### src/rtl/boot_cfg_pkg.sv
// Shared constants and types for the boot configuration router.
// Assumes a 3-bit view of the command register; only bits 2 and 1 hold state.
package boot_cfg_pkg;
    localparam int CMD_W      = 3;
    localparam int MASTER_BIT = 2;
    localparam int TARGET_BIT = 1;
    localparam int NUM_STRAPS = 2;
    localparam int STRAP_ROLE = 0;
    localparam int STRAP_ROM  = 1;

    typedef enum logic { ROLE_AGENT = 1'b0, ROLE_HOST = 1'b1 } role_e;

    localparam logic [CMD_W-1:0] CMD_HOST_INIT  = 3'b100;
    localparam logic [CMD_W-1:0] CMD_AGENT_INIT = 3'b000;
endpackage

### src/rtl/strap_latch.sv
// Samples strap pins on every clock edge while reset is held and keeps the
// last sampled value once reset is released. Assumes the straps are stable
// around the deasserting edge.
module strap_latch #(
    parameter int N = 2
) (
    input  logic         clk,
    input  logic         rst_n,
    input  logic [N-1:0] pins,
    output logic [N-1:0] held
);
    for (genvar g = 0; g < N; g++) begin : g_strap
        // Track the pin during reset, hold afterwards.
        always_ff @(posedge clk) begin
            if (!rst_n) begin
                held[g] <= pins[g];
            end
        end
    end
endmodule

### src/rtl/cmd_reg.sv
// Command register holding master-enable and target-enable. Its reset value
// depends on the role strap pin seen during reset. Bit 0 is constant zero.
module cmd_reg
    import boot_cfg_pkg::*;
(
    input  logic             clk,
    input  logic             rst_n,
    input  logic             role_pin,
    input  logic             we,
    input  logic [CMD_W-1:0] wdata,
    output logic [CMD_W-1:0] q
);
    logic master_q;
    logic target_q;
    logic [CMD_W-1:0] init_val;

    // Reset image chosen by role.
    always_comb init_val = (role_e'(role_pin) == ROLE_HOST) ? CMD_HOST_INIT : CMD_AGENT_INIT;

    // Load reset image, then accept writes to the two modelled bits.
    always_ff @(posedge clk) begin
        if (!rst_n) begin
            master_q <= init_val[MASTER_BIT];
            target_q <= init_val[TARGET_BIT];
        end else if (we) begin
            master_q <= wdata[MASTER_BIT];
            target_q <= wdata[TARGET_BIT];
        end
    end

    // Assemble the visible register.
    always_comb begin
        q             = '0;
        q[MASTER_BIT] = master_q;
        q[TARGET_BIT] = target_q;
    end
endmodule

### src/rtl/fetch_steer.sv
// Steers core fetches to the local ROM port or the PCI master port. A PCI
// fetch is held (ready low, no request) while master enable is clear.
// Assumes downstream ports follow valid/ready and do not depend on ready.
module fetch_steer #(
    parameter int ADDR_W = 32
) (
    input  logic              route_pci,
    input  logic              master_en,
    input  logic              fetch_valid,
    input  logic [ADDR_W-1:0] fetch_addr,
    output logic              fetch_ready,
    output logic              rom_valid,
    output logic [ADDR_W-1:0] rom_addr,
    input  logic              rom_ready,
    output logic              pci_valid,
    output logic [ADDR_W-1:0] pci_addr,
    input  logic              pci_ready
);
    logic pci_go;

    // PCI path is open only with mastership.
    always_comb pci_go = route_pci && master_en;

    // Route request and return ready from the selected port.
    always_comb begin
        rom_addr    = fetch_addr;
        pci_addr    = fetch_addr;
        rom_valid   = fetch_valid && !route_pci;
        pci_valid   = fetch_valid && pci_go;
        if (route_pci) begin
            fetch_ready = pci_go && pci_ready;
        end else begin
            fetch_ready = rom_ready;
        end
    end
endmodule

### src/rtl/boot_cfg_router.sv
// Top of the boot configuration router: latches role and ROM straps at reset,
// owns the command register and steers boot fetches accordingly.
module boot_cfg_router
    import boot_cfg_pkg::*;
#(
    parameter int ADDR_W = 32
) (
    input  logic              clk,
    input  logic              rst_n,
    input  logic              strap_role,
    input  logic              strap_rom_local,
    input  logic              fetch_valid,
    input  logic [ADDR_W-1:0] fetch_addr,
    output logic              fetch_ready,
    output logic              rom_valid,
    output logic [ADDR_W-1:0] rom_addr,
    input  logic              rom_ready,
    output logic              pci_valid,
    output logic [ADDR_W-1:0] pci_addr,
    input  logic              pci_ready,
    input  logic              cmd_we,
    input  logic [CMD_W-1:0]  cmd_wdata,
    output logic [CMD_W-1:0]  cmd_q,
    output logic              route_pci,
    output logic              pci_master_ok
);
    logic [NUM_STRAPS-1:0] strap_pins;
    logic [NUM_STRAPS-1:0] strap_held;

    // Gather strap pins into one vector.
    always_comb begin
        strap_pins             = '0;
        strap_pins[STRAP_ROLE] = strap_role;
        strap_pins[STRAP_ROM]  = strap_rom_local;
    end

    strap_latch #(.N(NUM_STRAPS)) i_straps (
        .clk   (clk),
        .rst_n (rst_n),
        .pins  (strap_pins),
        .held  (strap_held)
    );

    cmd_reg i_cmd (
        .clk      (clk),
        .rst_n    (rst_n),
        .role_pin (strap_role),
        .we       (cmd_we),
        .wdata    (cmd_wdata),
        .q        (cmd_q)
    );

    // Derive routing and mastership qualifier.
    always_comb begin
        route_pci     = !strap_held[STRAP_ROM];
        pci_master_ok = cmd_q[MASTER_BIT];
    end

    fetch_steer #(.ADDR_W(ADDR_W)) i_steer (
        .route_pci   (route_pci),
        .master_en   (pci_master_ok),
        .fetch_valid (fetch_valid),
        .fetch_addr  (fetch_addr),
        .fetch_ready (fetch_ready),
        .rom_valid   (rom_valid),
        .rom_addr    (rom_addr),
        .rom_ready   (rom_ready),
        .pci_valid   (pci_valid),
        .pci_addr    (pci_addr),
        .pci_ready   (pci_ready)
    );
endmodule

### config.mk
export PLATFORM = sky130hd
export DESIGN_NAME = boot_cfg_router
export DESIGN_NICKNAME = d
export VERILOG_FILES = /design/src/rtl/boot_cfg_pkg.sv /design/src/rtl/strap_latch.sv /design/src/rtl/cmd_reg.sv /design/src/rtl/fetch_steer.sv /design/src/rtl/boot_cfg_router.sv
export SDC_FILE = /design/constraint.sdc
export NUM_CORES = 1
export LEC_CHECK = 0
export ABC_AREA = 1
export ABC_CLOCK_PERIOD_IN_PS = 1100
export BUFFER_PORTS_ARGS = -buffer_cell sky130_fd_sc_hd__buf_4
export CAP_MARGIN = 20
export CORE_ASPECT_RATIO = 0.7
export CORE_MARGIN = 5
export CORE_UTILIZATION = 29
export DETAILED_ROUTE_END_ITERATION = 12
export PLACE_DENSITY = 0.87
export SLEW_MARGIN = 20
export SYNTH_ARGS = -nofsm -noshare
export SYNTH_HDL_FRONTEND = slang
export SYNTH_SLANG_ARGS = --single-unit
### constraint.sdc
create_clock -name clk -period 1.1 [get_ports clk]
set_clock_uncertainty 0.1 [all_clocks]
set_input_delay 0.22 -clock clk [delete_from_list [all_inputs] [get_ports clk]]
set_output_delay 0.22 -clock clk [all_outputs]
set_load 0.005 [all_outputs]
==> key figures <==
Status
  – Status: finished with violations
  – Failing checks: setup timing

Logic synthesis
  – Seq/Total Area, Yosys: 13.6%
  – Cells after synthesis: 87
  – Post-synthesis cell type count: 9
  – Synth Warn #: 0
  – Mean Syn Cell Area: 7.59 sq um
  – Synth top area cells: buf_4, edfxtp_1, nand2_1, inv_1, or2_1
  – Cell Area, Synth: 661 sq um
  – Synth top area share: 76.1%
  – Area leader, netlist: buf_4
  – Synthesized Nets: 130
  – Synth Register Bits: 3

Worst hold path
  – Cell depth of the worst min-delay path: 1
  – Hold WC Path Type: in -> reg
  – Worst Hold Launch: strap_rom_local
  – Endpoint, Worst Hold: i_straps.held[1]

Die
  – Die H: 49.9 microns
  – Initial core utilization: 30.7%
  – Die X: 67.0 microns
  – Row Count: 14
  – Io pins: 115
  – Die area: 0.00335 sq mm
  – CORE AREA: 0.00215 sq mm

Clocking
  – Clock tree buffer depth: 2
  – CTS buffer count: 3
  – Clock Root Buffer: clkbuf_4
  – CTS Hold Bufs: 0
  – CTS tree: built
  – H-Tree Depth: 1
  – Clk sinks: 3
  – Reg clk slew, reported paths: 0.04 ns

Place
  – GPL Wtd Cong: 0.567
  – Dpl cells: 68
  – Detailed Place HPWL: 701 microns
  – Area after DPL: 318 sq um
  – # port buffers: 16
  – Dpl ws: 0.0396 ns

Pwr
  – Combinational Power Share: 24.0%
  – Leak: 0.200 nW
  – VDD IR-drop max: 0.000377 V
  – Seq pwr share: 32.4%
  – Switch Pwr: 0.105 mW
  – Power, Total: 0.453 mW
  – Clk pwr share: 43.7%
  – Power per cell area: 1200 mW/mm^2
  – Sw frac: 23.3%
  – Int Pwr: 0.348 mW

Timing
  – Fin crit period: 1.30 ns
  – Final hold violation count: 0
  – Max Fclk: 769 MHz
  – Final setup margin: -0.201 ns
  – Endpoints failing setup: 6
  – RSZ-0062 raised after global routing: true
  – Hold Worst Slack: 0.0600 ns
  – Slew Viols, Final: 0
  – Final Cycle Share: 118%
  – TNS Setup: -0.905 ns

Setup path
  – Critical Path Start Type: flop
  – Crit path DAT: 0.98 ns
  – Worst Path Required: 0.78 ns
  – Kind of critical path: reg -> out
  – Nature of the critical path endpoint: output pin
  – Crit-path max FO: 3

Routing
  – DRC: 0
  – Routed Antenna Nets: 0
  – Initial DRC Count: 0
  – Via count: 246
  – DR vias/cell: 3.28
  – Routed wire length per instance: 12.0 microns
  – Drt pass-1 iters: 1
  – Final WL: 900 microns

Finish
  – Fin cells: 75
  – Fraction of layout cells with a size suffix above 1: 58.1%
  – Final Util: 17.5%
  – Leading cell type in the layout, fill and taps excluded: buf_4
  – Ant diodes: 0
  – Post-route cell area: 378 sq um
  – Most frequent cells in the layout: buf_4, nand2_1
  – Area Overhead vs Synth: -42.8%
  – # nets final: 87

Job
  – Max cap viols: 0

Global routing
  – Largest net degree at the start of global routing: 5
  – First-pass GRT wire length: 1300 microns
  – Antenna violations before repair: 0
  – Global Route Usage Sum: 5.67%
  – Remaining Overflow, GRT: 0
  – Vias in the first global route: 287
## cells by family after synthesis
logic type    synth area share [%]
simple gates                  6.82
buf+inv                       79.0
other cells                  0.568
flops                         13.6
## worst max-delay path by stage
stage / startpoint / to / slack, ns / depth (start not counted)
finish: i_straps.held[1] / pci_valid / -0.20 / 4
global route: i_straps.held[1] / pci_valid / -0.27 / 4
CTS: i_straps.held[1] / pci_valid / -0.21 / 4
detailed placement: i_straps.held[1] / pci_valid / 0.04 / 4
global placement: i_straps.held[1] / pci_valid / 0.05 / 4
floorplan: i_straps.held[1] / pci_valid / 0.14 / 3
## power by group through the flow
stage	combinational [mW]	clock, mW	sequential (mW)
6_report	0.109	0.198	0.147
5_1_grt	0.118	0.217	0.148
4_1_cts	0.109	0.207	0.147
3_5_place_dp	0.0848	0	0.149
3_3_place_gp	0.0811	0	0.148
2_1_floorplan	0.222	0	0.147
## Yosys cell counts
cell / instances
or2_1: 1
nand2_1: 8
nor2_1: 1
inv_2: 1
conb_1: 1
inv_1: 4
nand3_1: 1
buf_4: 67
edfxtp_1: 3
## flip-flops by register name, summed over array words and instances, names as in the netlist
| signal | cells |
|---|---|
| i_cmd.master_q | 1 |
| i_cmd.target_q | 1 |
| i_straps.held | 1 |
## critical path, stage by stage, from the launching register on
cell and delay, ns:
edfxtp_1 0.41, inv_2 0.09, nand2_1 0.05, nor2_1 0.08, buf_4 0.11
## layout make-up
| type | instances | area, sq um |
|---|---|---|
| clock buffer | 4 | 26.3 |
| fill | 250 | 1780 |
| inverter | 5 | 18.8 |
| multi-input combinational | 12 | 48.8 |
| sequential | 3 | 90.1 |
| tap | 32 | 40.0 |
| timing repair buffer | 19 | 154 |
## per-layer routing
layer / part of all wire [%] / global-route usage, % / up-vias / routed length, microns
met5: 0 / 0 / - / 0
met1: 16 / 2.02 / 91 / 142
met2: 50 / 7.99 / 47 / 452
li1: - / - / 102 / -
met4: 3.4 / 6.06 / 0 / 31
met3: 30 / 9.09 / 6 / 274
## timing repair
item                                    4_1_cts  5_1_grt
pin swaps                                     0        1
endpoints found under the setup margin        6        6
buffers inserted                              3        0
gates resized for setup                       4        1
(Power assumes the default switching activity.)
